[config.mk]
export PLATFORM = sky130hd
export DESIGN_NAME = ipres_mmio_top
export DESIGN_NICKNAME = d
export VERILOG_FILES = /design/src/rtl/ipres_pkg.sv /design/src/rtl/ipres_decode.sv /design/src/rtl/ipres_unit.sv /design/src/rtl/ipres_bank.sv /design/src/rtl/ipres_mmio_top.sv
export SDC_FILE = /design/constraint.sdc
export NUM_CORES = 1
export LEC_CHECK = 0
export BUFFER_PORTS_ARGS = -buffer_cell sky130_fd_sc_hd__buf_4
export CAP_MARGIN = 40
export CORE_MARGIN = 10
export CORE_UTILIZATION = 35
export DETAILED_ROUTE_END_ITERATION = 7
export PLACE_DENSITY = 0.52
export SETUP_SLACK_MARGIN = 0.5
export SLEW_MARGIN = 20
export SYNTH_ARGS = -nofsm -noshare
export SYNTH_HDL_FRONTEND = slang
export SYNTH_SLANG_ARGS = --single-unit
[constraint.sdc]
create_clock -name clk -period 9.4 [get_ports clk]
set_input_delay 0.94 -clock clk [delete_from_list [all_inputs] [get_ports clk]]
set_output_delay 0.94 -clock clk [all_outputs]
set_load 0.02 [all_outputs]
[src/rtl/ipres_pkg.sv]
package ipres_pkg;

  // Control-to-datapath strobes for one decoded access
  typedef struct packed {
    logic       poll;     // return request word (no side effect)
    logic       accept;   // return request word and take the interrupt
    logic       setPrio;  // byte write of current priority
    logic       eoi;      // word write ending an interrupt
    logic       ipiWr;    // write request priority
    logic       ipiRd;    // read request priority
    logic       linkWr;   // write one link word
    logic       linkRd;   // read one link word
    logic [1:0] linkSel;  // which link word
    logic       topByte;  // narrow read: only priority byte
    logic       bad;      // illegal access
  } ctrlStrobeT;

  // Register offsets in units of 4 bytes (address bits [11:2])
  localparam int unsigned OFS_POLL  = 0;
  localparam int unsigned OFS_XIRR  = 1;
  localparam int unsigned OFS_IPI   = 3;
  localparam int unsigned OFS_LINK0 = 4;
  localparam int unsigned OFS_LINK1 = 5;
  localparam int unsigned OFS_LINK2 = 6;

endpackage

[src/rtl/ipres_decode.sv]
module ipres_decode
  import ipres_pkg::*;
#(
  parameter int unsigned NUM_SERVERS = 4,
  parameter int unsigned ADDR_W      = 20,
  parameter int unsigned PAGE_BITS   = 12
) (
  input  logic                          reqValid,
  input  logic                          reqWrite,
  input  logic [ADDR_W-1:0]             reqAddr,
  input  logic [2:0]                    reqSize,
  output ctrlStrobeT                    stb,
  output logic [ADDR_W-PAGE_BITS-1:0]   serverIdx
);

  localparam int unsigned SRV_W = ADDR_W - PAGE_BITS;
  localparam int unsigned OFS_W = PAGE_BITS - 2;
  localparam logic [SRV_W:0] SRV_LIMIT = (SRV_W+1)'(NUM_SERVERS);

  logic [OFS_W-1:0] ofs;
  logic             isByte0;
  logic             isWord;
  logic             srvExists;
  ctrlStrobeT       raw;

  assign serverIdx = reqAddr[ADDR_W-1:PAGE_BITS];
  assign ofs       = reqAddr[PAGE_BITS-1:2];
  assign isByte0   = (reqSize == 3'd1) && (reqAddr[1:0] == 2'b00);
  assign isWord    = (reqSize == 3'd4) && (reqAddr[1:0] == 2'b00);
  assign srvExists = ({1'b0, serverIdx} < SRV_LIMIT);

  always_comb begin
    raw = '0;
    if (ofs == OFS_W'(OFS_POLL)) begin
      if (!reqWrite && isWord) begin
        raw.poll = 1'b1;
      end else if (!reqWrite && isByte0) begin
        raw.poll    = 1'b1;
        raw.topByte = 1'b1;
      end else begin
        raw.bad = 1'b1;
      end
    end else if (ofs == OFS_W'(OFS_XIRR)) begin
      if (reqWrite) begin
        if (isByte0)     raw.setPrio = 1'b1;
        else if (isWord) raw.eoi     = 1'b1;
        else             raw.bad     = 1'b1;
      end else begin
        if (isWord) begin
          raw.accept = 1'b1;
        end else if (isByte0) begin
          raw.poll    = 1'b1;
          raw.topByte = 1'b1;
        end else begin
          raw.bad = 1'b1;
        end
      end
    end else if (ofs == OFS_W'(OFS_IPI)) begin
      if (isByte0) begin
        raw.ipiWr = reqWrite;
        raw.ipiRd = !reqWrite;
      end else begin
        raw.bad = 1'b1;
      end
    end else if (ofs == OFS_W'(OFS_LINK0) || ofs == OFS_W'(OFS_LINK1) ||
                 ofs == OFS_W'(OFS_LINK2)) begin
      if (isWord) begin
        raw.linkWr  = reqWrite;
        raw.linkRd  = !reqWrite;
        raw.linkSel = ofs[1:0];
      end else begin
        raw.bad = 1'b1;
      end
    end else begin
      raw.bad = 1'b1;
    end
  end

  always_comb begin
    stb = '0;
    if (reqValid) begin
      if (srvExists) stb = raw;
      else           stb.bad = 1'b1;
    end
  end

endmodule

[src/rtl/ipres_unit.sv]
module ipres_unit #(
  parameter int unsigned PRIO_W    = 8,
  parameter int unsigned SRC_W     = 24,
  parameter int unsigned NUM_LINKS = 3,
  parameter int unsigned IPI_SRC   = 2
) (
  input  logic                                  clk,
  input  logic                                  rstN,
  input  logic                                  doAccept,
  input  logic                                  doSetPrio,
  input  logic                                  doEoi,
  input  logic                                  doIpiWr,
  input  logic                                  doLinkWr,
  input  logic [1:0]                            linkSel,
  input  logic [PRIO_W+SRC_W-1:0]               wdata,
  input  logic                                  srcLoad,
  input  logic [SRC_W-1:0]                      srcNum,
  input  logic [PRIO_W-1:0]                     srcPrio,
  output logic [PRIO_W+SRC_W-1:0]               pollWord,
  output logic [PRIO_W-1:0]                     ipiPrio,
  output logic [NUM_LINKS-1:0][PRIO_W+SRC_W-1:0] linkWords,
  output logic                                  irq
);

  localparam int unsigned DATA_W = PRIO_W + SRC_W;
  localparam logic [PRIO_W-1:0] LEAST = '1;

  logic [PRIO_W-1:0] curPrio;
  logic [PRIO_W-1:0] pendPrio;
  logic [SRC_W-1:0]  pendSrc;
  logic [PRIO_W-1:0] ipiQ;
  logic [DATA_W-1:0] linkQ [NUM_LINKS];

  logic              extValid;
  logic              ipiWins;
  logic              extWins;
  logic [SRC_W-1:0]  presSrc;
  logic [PRIO_W-1:0] presPrio;
  logic [SRC_W-1:0]  nxtSrc;
  logic [PRIO_W-1:0] nxtPrio;

  // Presentation: request beats external only when strictly more favoured
  assign extValid = (pendSrc != '0);
  assign ipiWins  = (ipiQ < curPrio) && (!extValid || (ipiQ < pendPrio));
  assign extWins  = !ipiWins && extValid && (pendPrio < curPrio);

  always_comb begin
    presSrc  = '0;
    presPrio = LEAST;
    if (ipiWins) begin
      presSrc  = SRC_W'(IPI_SRC);
      presPrio = ipiQ;
    end else if (extWins) begin
      presSrc  = pendSrc;
      presPrio = pendPrio;
    end
  end

  assign pollWord = {curPrio, presSrc};
  assign ipiPrio  = ipiQ;
  assign irq      = ipiWins || extWins;

  // Pending slot update: accept clears a taken external, then delivery
  always_comb begin
    nxtSrc  = pendSrc;
    nxtPrio = pendPrio;
    if (doAccept && extWins) begin
      nxtSrc  = '0;
      nxtPrio = LEAST;
    end
    if (srcLoad && (srcNum != '0) && ((nxtSrc == '0) || (srcPrio < nxtPrio))) begin
      nxtSrc  = srcNum;
      nxtPrio = srcPrio;
    end
  end

  always_ff @(posedge clk) begin
    if (!rstN) begin
      curPrio  <= '0;
      pendSrc  <= '0;
      pendPrio <= LEAST;
      ipiQ     <= LEAST;
    end else begin
      pendSrc  <= nxtSrc;
      pendPrio <= nxtPrio;
      if (doAccept && (ipiWins || extWins)) curPrio <= presPrio;
      else if (doSetPrio)                   curPrio <= wdata[PRIO_W-1:0];
      else if (doEoi)                       curPrio <= wdata[DATA_W-1 -: PRIO_W];
      if (doIpiWr) ipiQ <= wdata[PRIO_W-1:0];
    end
  end

  for (genvar g = 0; g < NUM_LINKS; g++) begin : gLink
    always_ff @(posedge clk) begin
      if (!rstN)                               linkQ[g] <= '0;
      else if (doLinkWr && linkSel == 2'(g))   linkQ[g] <= wdata;
    end
    assign linkWords[g] = linkQ[g];
  end

endmodule

[src/rtl/ipres_bank.sv]
module ipres_bank
  import ipres_pkg::*;
#(
  parameter int unsigned NUM_SERVERS = 4,
  parameter int unsigned SRV_W       = 8,
  parameter int unsigned PRIO_W      = 8,
  parameter int unsigned SRC_W       = 24
) (
  input  logic                    clk,
  input  logic                    rstN,
  input  logic                    reqValid,
  input  logic                    reqWrite,
  input  ctrlStrobeT              stb,
  input  logic [SRV_W-1:0]        serverIdx,
  input  logic [PRIO_W+SRC_W-1:0] wdata,
  input  logic                    srcValid,
  input  logic [SRV_W-1:0]        srcServer,
  input  logic [SRC_W-1:0]        srcNum,
  input  logic [PRIO_W-1:0]       srcPrio,
  output logic                    rspValid,
  output logic [PRIO_W+SRC_W-1:0] rspData,
  output logic                    errPulse,
  output logic [NUM_SERVERS-1:0]  irq
);

  localparam int unsigned DATA_W    = PRIO_W + SRC_W;
  localparam int unsigned NUM_LINKS = 3;

  logic [DATA_W-1:0]                 pollArr [NUM_SERVERS];
  logic [PRIO_W-1:0]                 ipiArr  [NUM_SERVERS];
  logic [NUM_LINKS-1:0][DATA_W-1:0]  linkArr [NUM_SERVERS];

  logic [DATA_W-1:0]                 selPoll;
  logic [PRIO_W-1:0]                 selIpi;
  logic [NUM_LINKS-1:0][DATA_W-1:0]  selLinks;
  logic [DATA_W-1:0]                 readVal;

  for (genvar i = 0; i < NUM_SERVERS; i++) begin : gUnit
    logic hit;
    assign hit = (serverIdx == SRV_W'(i));

    ipres_unit #(
      .PRIO_W    (PRIO_W),
      .SRC_W     (SRC_W),
      .NUM_LINKS (NUM_LINKS),
      .IPI_SRC   (2)
    ) u_unit (
      .clk       (clk),
      .rstN      (rstN),
      .doAccept  (hit && stb.accept),
      .doSetPrio (hit && stb.setPrio),
      .doEoi     (hit && stb.eoi),
      .doIpiWr   (hit && stb.ipiWr),
      .doLinkWr  (hit && stb.linkWr),
      .linkSel   (stb.linkSel),
      .wdata     (wdata),
      .srcLoad   (srcValid && (srcServer == SRV_W'(i))),
      .srcNum    (srcNum),
      .srcPrio   (srcPrio),
      .pollWord  (pollArr[i]),
      .ipiPrio   (ipiArr[i]),
      .linkWords (linkArr[i]),
      .irq       (irq[i])
    );
  end

  always_comb begin
    selPoll  = '0;
    selIpi   = '0;
    selLinks = '0;
    for (int i = 0; i < NUM_SERVERS; i++) begin
      if (serverIdx == SRV_W'(i)) begin
        selPoll  = pollArr[i];
        selIpi   = ipiArr[i];
        selLinks = linkArr[i];
      end
    end
  end

  always_comb begin
    readVal = '0;
    if (reqWrite) begin
      readVal = '0;
    end else if (stb.bad) begin
      readVal = '1;
    end else if (stb.poll || stb.accept) begin
      readVal = stb.topByte ? {{SRC_W{1'b0}}, selPoll[DATA_W-1 -: PRIO_W]} : selPoll;
    end else if (stb.ipiRd) begin
      readVal = {{SRC_W{1'b0}}, selIpi};
    end else if (stb.linkRd) begin
      readVal = selLinks[stb.linkSel];
    end
  end

  always_ff @(posedge clk) begin
    if (!rstN) begin
      rspValid <= 1'b0;
      rspData  <= '0;
      errPulse <= 1'b0;
    end else begin
      rspValid <= reqValid;
      rspData  <= reqValid ? readVal : '0;
      errPulse <= reqValid && stb.bad;
    end
  end

endmodule

[src/rtl/ipres_mmio_top.sv]
module ipres_mmio_top
  import ipres_pkg::*;
#(
  parameter int unsigned NUM_SERVERS = 4,
  parameter int unsigned ADDR_W      = 20,
  parameter int unsigned PAGE_BITS   = 12,
  parameter int unsigned PRIO_W      = 8,
  parameter int unsigned SRC_W       = 24
) (
  input  logic                            clk,
  input  logic                            rstN,
  input  logic                            reqValid,
  input  logic                            reqWrite,
  input  logic [ADDR_W-1:0]               reqAddr,
  input  logic [2:0]                      reqSize,
  input  logic [PRIO_W+SRC_W-1:0]         reqWdata,
  output logic                            rspValid,
  output logic [PRIO_W+SRC_W-1:0]         rspData,
  output logic                            errPulse,
  input  logic                            srcValid,
  input  logic [ADDR_W-PAGE_BITS-1:0]     srcServer,
  input  logic [SRC_W-1:0]                srcNum,
  input  logic [PRIO_W-1:0]               srcPrio,
  output logic [NUM_SERVERS-1:0]          irq
);

  localparam int unsigned SRV_W = ADDR_W - PAGE_BITS;

  ctrlStrobeT       stb;
  logic [SRV_W-1:0] serverIdx;

  ipres_decode #(
    .NUM_SERVERS (NUM_SERVERS),
    .ADDR_W      (ADDR_W),
    .PAGE_BITS   (PAGE_BITS)
  ) u_decode (
    .reqValid  (reqValid),
    .reqWrite  (reqWrite),
    .reqAddr   (reqAddr),
    .reqSize   (reqSize),
    .stb       (stb),
    .serverIdx (serverIdx)
  );

  ipres_bank #(
    .NUM_SERVERS (NUM_SERVERS),
    .SRV_W       (SRV_W),
    .PRIO_W      (PRIO_W),
    .SRC_W       (SRC_W)
  ) u_bank (
    .clk       (clk),
    .rstN      (rstN),
    .reqValid  (reqValid),
    .reqWrite  (reqWrite),
    .stb       (stb),
    .serverIdx (serverIdx),
    .wdata     (reqWdata),
    .srcValid  (srcValid),
    .srcServer (srcServer),
    .srcNum    (srcNum),
    .srcPrio   (srcPrio),
    .rspValid  (rspValid),
    .rspData   (rspData),
    .errPulse  (errPulse),
    .irq       (irq)
  );

endmodule

==> metrics <==
Top Ports approximately 140; final setup vio count 0; Post-synth EDFFs 384; status complete, no violations; layout cell share with drive strength beyond 1 0.1675; Slew headroom 0.4219; CP Launch Point reqAddr[12]; Seq pwr share 0.482; CP Class in2reg; Unique masters post-synth 79; vias in the first global route ~23000; Final Hold Fails 0; Pwr per Cell Area approximately 170 nW/um^2; Post-Synthesis Cell Area 31030 um^2; Placed Cells incl. Taps 3961; RSZ-0062 raised after global routing false; detailed-route via count 23620; Sw Share 0.2334; first-pass GRT wire length 165.0 mm; Mapped Cells between 2000 and 3000; post-cts resize count 0; Gate power share 0.064; Slew @ Worst Pin 858.0 ps; DIE AREA 101000 um^2; Remaining Overflow, GRT 0; minimum clock period 5268 ps; Die Y 317.7 um; synthesized flop and latch total 610; YS warnings 0; n_diodes 0; CTS H-tree lvls 3; Synth Area per Inst 11.11 um^2; core box area 88240 um^2; TritonCTS Buffers 72; DRC violations left 0; worst vdd ir around 130 uV; Util after Layout 0.4088; clock sink count 610; Post-CTS Setup Inserts 0; Clock Skews roughly 21 ps; CTS tree done; Detailed Place HPWL 77.55 mm; CTS Buffer Depth 3; P_int 4689 uW; sequential element share of the synthesized area 0.5174; area delta synth->final 16.25%; worst-path maximum fanout 48; Port Buffer Count approximately 140; HP Start u_bank.gUnit[3].u_unit.pendSrc[5]; Post-CTS Hold Fix Bufs 0; Clk Latency, worst-skew pair 620 ps; Synth area leaders edfxtp_1 (37%), dfxtp_1 (15%), and2_1 (8.0%); DRT iter0 DRCs 2584; Root Buffer clkbuf_16; Clk network pwr share 0.454; post-DR wirelength/cell roughly 28 um; P_leak 0.01343 uW; Period Utilization, post-route 0.5604; CP Capture Type register; Antenna Nets Post-Route 0; Worst setup SP type input pin; reg-to-reg startpoint u_bank.gUnit[0].u_unit.pendSrc[1]; Pins Over Slew Limit 0; fin nets approximately 3100; largest net degree at the start of global routing 81; routability cong. 0.9665; antenna violations before repair 7; CP required 9860 ps; ys flop type edfxtp_1; starting density of the core 0.3516; Cell Rows 109; Total Routed Length about 110 mm; switching power summed over all nets approximately 1400 uW; share of the synthesized area in the top cell type 0.3716; Synth area leader edfxtp_1; setup TNS 0 ps; clk slew on worst S/H paths 50 ps; Tightest Hold Check Type reg2reg; Final Non-Filler Cells between 4000 and 5000; FFs w/ async S/R, synth 0; gr usage total 0.2171; vias per inst 5.774; router iterations before antenna repair 5; Die X 317.7 um; Synth Net Count 3004; Arr. time, crit path 5730 ps; Max Fclk 189.8 MHz; number of max-cap violations 0
-- per-stage QoR --
| stage | hold WS [ps] | cell area [um^2] | total power (uW) | worst slack, ps |
|---|---|---|---|---|
| 5_1_grt | 493.1 | 36070 | 6303 | 3671 |
| 6_report | 489.7 | 36070 | 6116 | 4132 |
| 4_1_cts | 488.2 | 36050 | 6165 | 3889 |
| 3_5_place_dp | 478.1 | 33740 | 3396 | 3257 |
| 2_1_floorplan | 446.2 | 31030 | 3208 | 4302 |
| 3_3_place_gp | 462.4 | 33300 | 3382 | 3283 |
-- registers in the layout, summed over array words and instances, names as in the netlist --
register / flops
u_bank.errPulse: 1
u_bank.gUnit.u_unit.curPrio: 32
u_bank.gUnit.u_unit.ipiPrio: 32
u_bank.gUnit.u_unit.linkQ: 384
u_bank.gUnit.u_unit.pendPrio: 32
u_bank.gUnit.u_unit.pendSrc: 96
u_bank.rspData: 32
u_bank.rspValid: 1
-- layout by cell type, fill, tap and decap left out, drive strengths merged, types with 7 or more instances in the layout --
| cell type | n |
|---|---|
| clkinv | 17 |
| nand2b | 24 |
| o32ai | 9 |
| mux2i | 61 |
| dfxtp | 226 |
| o211ai | 7 |
| o221ai | 34 |
| a21boi | 23 |
| inv | 70 |
| nand2 | 199 |
| a21oi | 101 |
| o22ai | 34 |
| a31oi | 21 |
| a21o | 30 |
| or3 | 21 |
| or2 | 7 |
| o21a | 14 |
| ha | 112 |
| mux4 | 88 |
| o2bb2ai | 50 |
| nand3 | 125 |
| a211oi | 12 |
| nor3 | 48 |
| o21ai | 96 |
| mux2 | 28 |
| nand4 | 12 |
| nor4 | 48 |
| clkbuf | 103 |
| edfxtp | 384 |
| nor3b | 8 |
| a221oi | 17 |
| a22oi | 16 |
| and2 | 399 |
| nor2 | 131 |
| and3 | 38 |
| buf | 215 |
| nor2b | 20 |
-- synthesized netlist by cell type, types with 5 or more instances --
master and number:
buf_1 10, a31oi_1 21, a211oi_1 12, a21o_1 30, nor2_1 130, ha_1 112
a2111oi_0 5, nor3b_1 8, nand2b_1 24, nor3_1 46, o32ai_1 9, o21a_1 14
a31o_2 5, nor2b_1 20, nand4_1 11, or2_2 6, dfxtp_1 226, a221oi_1 17
mux4_2 88, and2_1 399, a21oi_1 100, o211ai_1 7, o2bb2ai_1 50, mux2_2 28
o22ai_1 34, a211o_1 6, nor4_1 45, a22oi_1 16, o21ai_0 96, nand3_1 125
buf_2 26, and4_1 5, clkbuf_1 166, a21boi_0 20, edfxtp_1 384, mux2i_1 61
buf_4 5, inv_1 66, or3_1 21, nand2_1 199, and3_1 38, o221ai_1 34
-- area by class of cell --
| class | count | area [um^2] |
|---|---|---|
| clock buffer | 103 | 2034 |
| clock inverter | 25 | 279.0 |
| fill | 8385 | 52170 |
| inverter | 66 | 247.7 |
| multi-input combinational | 1906 | 14110 |
| sequential | 610 | 16060 |
| tap | 1165 | 1458 |
| timing repair buffer | 216 | 1887 |
-- power by group through the flow --
stage | Clock, uW | Combinational (uW) | Sequential, uW
2_1_floorplan | 0 | 200 | 3010
3_3_place_gp | 0 | 381 | 3000
3_5_place_dp | 0 | 389 | 3010
4_1_cts | 2820 | 391 | 2950
5_1_grt | 2930 | 412 | 2960
6_report | 2780 | 389 | 2950
-- cells by family (layout without fill, tap and decap cells) --
group,Yosys count,count (layout),synth area share
compound gates,517,517,0.1150
simple gates,1099,1099,0.1926
buf+inv,276,410,0.03577
xor+xnor,1,1,0.0002823
flops,610,610,0.5174
fa+ha+maj,112,112,0.04516
mux,177,177,0.09371
-- routing by layer --
metal	vias up	global-route usage	wire length, um
li1	10540	-	-
met5	-	0	13
met3	166	0.03637	7935
met2	947	0.3372	51130
met4	2	0.07609	3708
met1	11970	0.3022	50780
-- worst paths after layout --
path                                        endpoint  slack, ps  cells past startpoint
setup / recovery  u_bank.gUnit[1].u_unit.pendPrio[7]       4130                     15
hold / removal     u_bank.gUnit[3].u_unit.pendSrc[5]        490                      1
setup reg to reg  u_bank.gUnit[0].u_unit.pendSrc[21]       4200                     15
hold reg to reg    u_bank.gUnit[3].u_unit.pendSrc[5]        490                      1
-- worst max-delay path, cell delays in order --
cell	delay (ps)
buf_6	480
buf_4	680
nand2b_1	130
or3_1	620
nor3_1	650
nor2_1	100
ha_1	320
a21o_1	160
a211oi_1	220
o21ai_0	110
o211ai_1	100
a21oi_1	90
a2111o_2	620
buf_12	230
mux2i_1	130
No activity file was read; power rests on OpenSTA's default activity.
